**src/rtl/stamp_pkg.sv**
```systemverilog
package stamp_pkg;
  localparam int unsigned ADDR_W = 2;
  localparam logic [ADDR_W-1:0] ADDR_LO  = 2'd0;
  localparam logic [ADDR_W-1:0] ADDR_HI  = 2'd1;
  localparam logic [ADDR_W-1:0] ADDR_CTL = 2'd2;

  typedef enum logic [1:0] {
    SNAP_IDLE = 2'd0,
    SNAP_LO   = 2'd1,
    SNAP_HI   = 2'd2
  } snap_state_t;

  typedef struct packed {
    logic capHi;   // latch upper word as reference
    logic capLo;   // latch lower word
    logic finish;  // publish result
    logic warn;    // publish with bound-reached flag
  } snap_strobe_t;
endpackage

```
**src/rtl/stamp_dp.sv**
```systemverilog
module stamp_dp
  import stamp_pkg::*;
#(
  parameter int unsigned CNT_W = 64
) (
  input  logic                   clk,
  input  logic                   rstN,
  input  logic                   usTick,
  input  logic                   regWrEn,
  input  logic                   regRdEn,
  input  logic [ADDR_W-1:0]      regAddr,
  input  logic [CNT_W/2-1:0]     regWrData,
  input  logic                   jumpEn,
  input  logic [CNT_W-1:0]       jumpValue,
  input  snap_strobe_t           strobes,
  output logic                   hiMatch,
  output logic [CNT_W-1:0]       cntNow,
  output logic [CNT_W/2-1:0]     regRdData,
  output logic [CNT_W-1:0]       snapData,
  output logic                   snapValid,
  output logic                   snapWarn
);
  localparam int unsigned WORD_W = CNT_W / 2;

  logic [CNT_W-1:0]  cnt;
  logic [WORD_W-1:0] shadowLo;
  logic [WORD_W-1:0] refHi;
  logic [WORD_W-1:0] seenLo;
  logic              rstReq;
  logic              wrLo, wrHi, clrHit;
  logic [WORD_W-1:0] rdMux;

  assign wrLo   = regWrEn && (regAddr == ADDR_LO);
  assign wrHi   = regWrEn && (regAddr == ADDR_HI);
  assign clrHit = regWrEn && (regAddr == ADDR_CTL) && regWrData[0];

  // counter: jump beats load beats clear beats tick
  always_ff @(posedge clk or negedge rstN) begin
    if (!rstN) begin
      cnt <= '0;
    end else if (jumpEn) begin
      cnt <= jumpValue;
    end else if (wrHi) begin
      cnt <= {regWrData, shadowLo};
    end else if (clrHit) begin
      cnt <= '0;
    end else if (usTick) begin
      cnt <= cnt + CNT_W'(1);
    end
  end

  always_ff @(posedge clk or negedge rstN) begin
    if (!rstN) begin
      shadowLo <= '0;
      rstReq   <= 1'b0;
    end else begin
      if (wrLo)   shadowLo <= regWrData;
      if (clrHit) rstReq   <= ~rstReq;
    end
  end

  always_comb begin
    unique case (regAddr)
      ADDR_LO:  rdMux = cnt[WORD_W-1:0];
      ADDR_HI:  rdMux = cnt[CNT_W-1:WORD_W];
      ADDR_CTL: rdMux = {{(WORD_W-1){1'b0}}, rstReq};
      default:  rdMux = '0;
    endcase
  end

  always_ff @(posedge clk or negedge rstN) begin
    if (!rstN)        regRdData <= '0;
    else if (regRdEn) regRdData <= rdMux;
  end

  // snapshot capture registers
  assign hiMatch = (cnt[CNT_W-1:WORD_W] == refHi);

  always_ff @(posedge clk or negedge rstN) begin
    if (!rstN) begin
      refHi     <= '0;
      seenLo    <= '0;
      snapData  <= '0;
      snapValid <= 1'b0;
      snapWarn  <= 1'b0;
    end else begin
      if (strobes.capHi)  refHi    <= cnt[CNT_W-1:WORD_W];
      if (strobes.capLo)  seenLo   <= cnt[WORD_W-1:0];
      if (strobes.finish) snapData <= {cnt[CNT_W-1:WORD_W], seenLo};
      snapValid <= strobes.finish;
      snapWarn  <= strobes.finish && strobes.warn;
    end
  end

  assign cntNow = cnt;
endmodule

```
**src/rtl/stamp_ctrl.sv**
```systemverilog
module stamp_ctrl
  import stamp_pkg::*;
#(
  parameter int unsigned MAX_TRIES = 10
) (
  input  logic         clk,
  input  logic         rstN,
  input  logic         snapReq,
  input  logic         hiMatch,
  output snap_strobe_t strobes
);
  localparam int unsigned TRY_W = $clog2(MAX_TRIES + 1);
  localparam logic [TRY_W-1:0] LAST_TRY = TRY_W'(MAX_TRIES - 1);

  snap_state_t      state, nState;
  logic [TRY_W-1:0] tries, nTries;

  always_comb begin
    strobes = '0;
    nState  = state;
    nTries  = tries;
    unique case (state)
      SNAP_IDLE: begin
        if (snapReq) begin
          strobes.capHi = 1'b1;
          nTries        = '0;
          nState        = SNAP_LO;
        end
      end
      SNAP_LO: begin
        strobes.capLo = 1'b1;
        nState        = SNAP_HI;
      end
      SNAP_HI: begin
        if (hiMatch) begin
          strobes.finish = 1'b1;
          nState         = SNAP_IDLE;
        end else begin
          strobes.capHi = 1'b1;
          if (tries == LAST_TRY) begin
            strobes.finish = 1'b1;
            strobes.warn   = 1'b1;
            nState         = SNAP_IDLE;
          end else begin
            nTries = tries + TRY_W'(1);
            nState = SNAP_LO;
          end
        end
      end
      default: nState = SNAP_IDLE;
    endcase
  end

  always_ff @(posedge clk or negedge rstN) begin
    if (!rstN) begin
      state <= SNAP_IDLE;
      tries <= '0;
    end else begin
      state <= nState;
      tries <= nTries;
    end
  end
endmodule

```
**src/rtl/stamp_counter.sv**
```systemverilog
module stamp_counter
  import stamp_pkg::*;
#(
  parameter int unsigned CNT_W     = 64,
  parameter int unsigned MAX_TRIES = 10
) (
  input  logic                 clk,
  input  logic                 rstN,
  input  logic                 usTick,
  input  logic                 regWrEn,
  input  logic                 regRdEn,
  input  logic [ADDR_W-1:0]    regAddr,
  input  logic [CNT_W/2-1:0]   regWrData,
  output logic [CNT_W/2-1:0]   regRdData,
  input  logic                 jumpEn,
  input  logic [CNT_W-1:0]     jumpValue,
  input  logic                 snapReq,
  output logic [CNT_W-1:0]     snapData,
  output logic                 snapValid,
  output logic                 snapWarn
);
  snap_strobe_t     strobes;
  logic             hiMatch;
  logic [CNT_W-1:0] cntNow;

  stamp_ctrl #(.MAX_TRIES(MAX_TRIES)) ctrl_i (
    .clk(clk), .rstN(rstN), .snapReq(snapReq), .hiMatch(hiMatch), .strobes(strobes)
  );

  stamp_dp #(.CNT_W(CNT_W)) dp_i (
    .clk(clk), .rstN(rstN), .usTick(usTick), .regWrEn(regWrEn), .regRdEn(regRdEn),
    .regAddr(regAddr), .regWrData(regWrData), .jumpEn(jumpEn), .jumpValue(jumpValue),
    .strobes(strobes), .hiMatch(hiMatch), .cntNow(cntNow), .regRdData(regRdData),
    .snapData(snapData), .snapValid(snapValid), .snapWarn(snapWarn)
  );
endmodule

```
**config.mk**
```make
export PLATFORM = sky130hd
export DESIGN_NAME = stamp_counter
export DESIGN_NICKNAME = d
export VERILOG_FILES = /design/src/rtl/stamp_pkg.sv /design/src/rtl/stamp_dp.sv /design/src/rtl/stamp_ctrl.sv /design/src/rtl/stamp_counter.sv
export SDC_FILE = /design/constraint.sdc
export NUM_CORES = 1
export LEC_CHECK = 0
export ABC_AREA = 1
export BUFFER_PORTS_ARGS = -buffer_cell sky130_fd_sc_hd__buf_2
export CAP_MARGIN = 20
export CORE_ASPECT_RATIO = 0.8
export CORE_UTILIZATION = 35
export CTS_BUF_LIST = sky130_fd_sc_hd__clkbuf_8
export DETAILED_ROUTE_END_ITERATION = 10
export SLEW_MARGIN = 25
export SYNTH_ARGS = -nofsm -noshare
export SYNTH_HDL_FRONTEND = slang
export SYNTH_SLANG_ARGS = --single-unit
```
**constraint.sdc**
```tcl
create_clock -name clk -period 1.8 [get_ports clk]
set_input_delay 0.36 -clock clk [delete_from_list [all_inputs] [get_ports clk]]
set_output_delay 0.36 -clock clk [all_outputs]
set_load 0.05 [all_outputs]
```
==> impl_metrics.tcl <==
set metrics [dict create \
    status "complete, but fails checks" \
    violations "setup timing" \
    cts_num_sinks 265 \
    fin_setup_tns_ps -21990 \
    synth-async-reset-ratio 1.00 \
    hold_viol 0 \
    rsz0062_at_grt "yes" \
    yosys-top-cells-area "dfrtp_1 (45%), nand2_1 (16%), o21ai_0 (5.8%)" \
    io_pins 203 \
    crit-reg2reg-launch "dp_i.cntNow[41]$_DFFE_PN0P_" \
    ant_nets 0 \
    synth_nets 2151 \
    power.leakage_nw 11.1 \
    grt_pass1_vias 15400 \
    drt_wl_total_um 67500 \
    synth_flop_cell "dfrtp_1" \
    yosysWarnings 0 \
    yosysSeqAreaShare 0.445 \
    layout_setup_ws_ps -249 \
    drive_above_1_share 0.460 \
    fin_crit_ps 2050 \
    ir_worst_vdd_mv 0.664 \
    crit_fanout 7 \
    wl_per_cell_um 21.4 \
    clkLatencyLatePin_ps 610 \
    drv_slew 0 \
    synth_top_area_frac 0.445 \
    path_class "reg2reg" \
    coreArea_um2 41900 \
    via_count 16300 \
    crit_path_end_kind "flip-flop" \
    hold_path_class "in2reg" \
    viasPerCell 5.16 \
    cts_buffers 47 \
    areaGrowthSynthToFinish_pct 51.2 \
    worst_hold_slack_ps 21.6 \
    netlist_instances 2043 \
    drc 0 \
    antenna_found_initial 4 \
    synth_edf_count 0 \
    io_buffers 202 \
    syn_area_um2 14900 \
    layout_commonest_cell "nand2_1" \
    clkTransAtPathRegs_ps 70 \
    p_total_w 0.0250 \
    cap_viol_max_count 0 \
    grt_pass1_wl_um 96100 \
    diodes 0 \
    slew_headroom 0.659 \
    cts_tree "done" \
    required_ps 2270 \
    track_usage 0.301 \
    cts_root_buf "clkbuf_8" \
    rows 67 \
    r2r_slack_ps -250 \
    ys_ff_latch 265 \
    grt_overflow 0 \
    timing.rr.end "dp_i.snapData[24]$_DFFE_PN0P_" \
    nets 2678 \
    gp_congestion 1.00 \
    worst_pin_slew_ps 506 \
    synth_cell_types 38 \
    place_hpwl_um 50000 \
    yosysTopAreaCell "dfrtp_1" \
    drtIter0Drc 1547 \
    start_kind "flip-flop" \
    period_share 1.14 \
    endpoint "dp_i.snapData[24]$_DFFE_PN0P_" \
    power.density_nw_per_um2 1110 \
    htreeDepth 2 \
    max_freq_mhz 488 \
    synth_area_per_cell_um2 7.29 \
    fp.dieW_um 233 \
    setup_viol 139 \
    cp_data_arrival_time_ps 2520 \
    dieHeight_um 186 \
    initial_utilization 0.355 \
    mostFrequentLayoutCells "nand2_1 (502), buf_4 (290), inv_1 (229)" \
    clock_skew_ps 39.5 \
    nFillCells 3932 \
    cp-startpoint "dp_i.cntNow[41]$_DFFE_PN0P_" \
    pre_cts_slack_ps -427 \
    reg2reg_depth 14 \
    clock_path_buffers 3 \
    grt_max_degree 63 \
    dieArea_um2 43400 \
    dr.pass1.iters 5 \
]
[cell families after synthesis]
group | Yosys count | synth area share
AND/OR/NAND/NOR | 1069 | 0.302
adder cells (fa/ha/maj) | 3 | 0.00252
XOR/XNOR | 20 | 0.0118
multiplexers | 7 | 0.00529
buffers and inverters | 357 | 0.105
flip-flops | 265 | 0.445
AO/OA/AOI/OAI | 322 | 0.128
[critical path, cell delays in order (launching register included)]
cell	delay, ps
dfrtp_2	460
buf_6	150
inv_4	30
nand2_2	50
nand4_1	90
nor2_1	120
nand2_1	110
nor2_4	160
nand2_4	100
nand2_8	120
buf_12	130
nand2_8	90
buf_8	170
nand2_2	60
o21ai_2	50
[per-layer routing]
layer / track usage / wire length [µm] / vias to the layer above
li1: - / - / 7510
met1: 0.453 / 31000 / 7874
met5: 0 / 37 / -
met2: 0.409 / 27500 / 751
met3: 0.0920 / 7180 / 114
met4: 0.0827 / 1760 / 6
[registers in the layout, indices dropped and copies added (netlist names)]
signal / flops
ctrl_i.tries: 4
dp_i.snapWarn: 1
dp_i.rstReq: 1
dp_i.snapValid: 1
dp_i.snapData: 64
dp_i.seenLo: 32
dp_i.regRdData: 32
dp_i.refHi: 32
dp_i.shadowLo: 32
dp_i.cntNow: 64
ctrl_i.state: 2
[metrics by stage]
step / utilization / instances / instance area [µm²]
finish: 0.537 / 3152 / 22500
global route: 0.537 / 3152 / 22500
CTS: 0.492 / 3119 / 20600
detailed placement: 0.441 / 2985 / 18500
global placement: 0.441 / 2985 / 18500
floorplan: - / 2043 / 14900
[how the worst min path moves through the flow]
| stage | from | endpoint | depth (start not counted) |
|---|---|---|---|
| floorplan | rstN | ctrl_i.state[0]$_DFFE_PN0P_ | 0 |
| global placement | rstN | dp_i.snapData[20]$_DFFE_PN0P_ | 1 |
| detailed placement | rstN | dp_i.snapData[19]$_DFFE_PN0P_ | 1 |
| CTS | regWrData[19] | dp_i.shadowLo[19]$_DFFE_PN0P_ | 3 |
| global route | regWrData[11] | dp_i.shadowLo[11]$_DFFE_PN0P_ | 2 |
| finish | regWrData[19] | dp_i.shadowLo[19]$_DFFE_PN0P_ | 3 |
[cells in the mapped netlist (3+ instances only)]
library cell,n
nor2_2,9
o211ai_1,4
o21ai_2,55
nand2_2,58
nor2_1,181
buf_4,6
xor2_1,6
inv_1,230
o22ai_1,5
o21ai_1,22
nand3b_1,3
nand3_1,128
o21bai_1,3
buf_2,35
nor2_4,5
buf_6,8
mux2_2,7
ha_1,3
o221ai_1,6
dfrtp_1,265
or2_2,6
nand2_1,646
o21ai_0,174
buf_12,5
clkbuf_1,51
xnor2_1,14
inv_2,17
a21oi_1,21
a31oi_1,31
buf_1,3
nand4_1,27
[layout make-up]
type | instances | area (µm²) | share of cell area
Inverter | 247 | 943 | 0.0419
Timing Repair Buffer | 586 | 4660 | 0.207
Multi-Input combinational cell | 1423 | 8590 | 0.381
Tap cell | 552 | 691 | 0.0307
Clock buffer | 57 | 785 | 0.0348
Clock inverter | 22 | 173 | 0.00767
Sequential cell | 265 | 6680 | 0.297
[power breakdown]
group          internal (W)  leakage (nW)  switching (W)  total [W]
Combinational       0.00381          7.44        0.00647     0.0103
Clock               0.00327         0.540        0.00275    0.00602
Sequential          0.00746          3.16        0.00127    0.00872
[repair_timing]
action / CTS / global route
pin swaps: 59 / 137
cloned: 6 / 10
endpoints found under the setup margin: 151 / 159
gates resized for setup: 217 / 419
buffers inserted: 49 / 32
endpoints found under the hold margin: 38 / 0
hold buffers: 1 / 0
(Power assumes the default switching activity.)
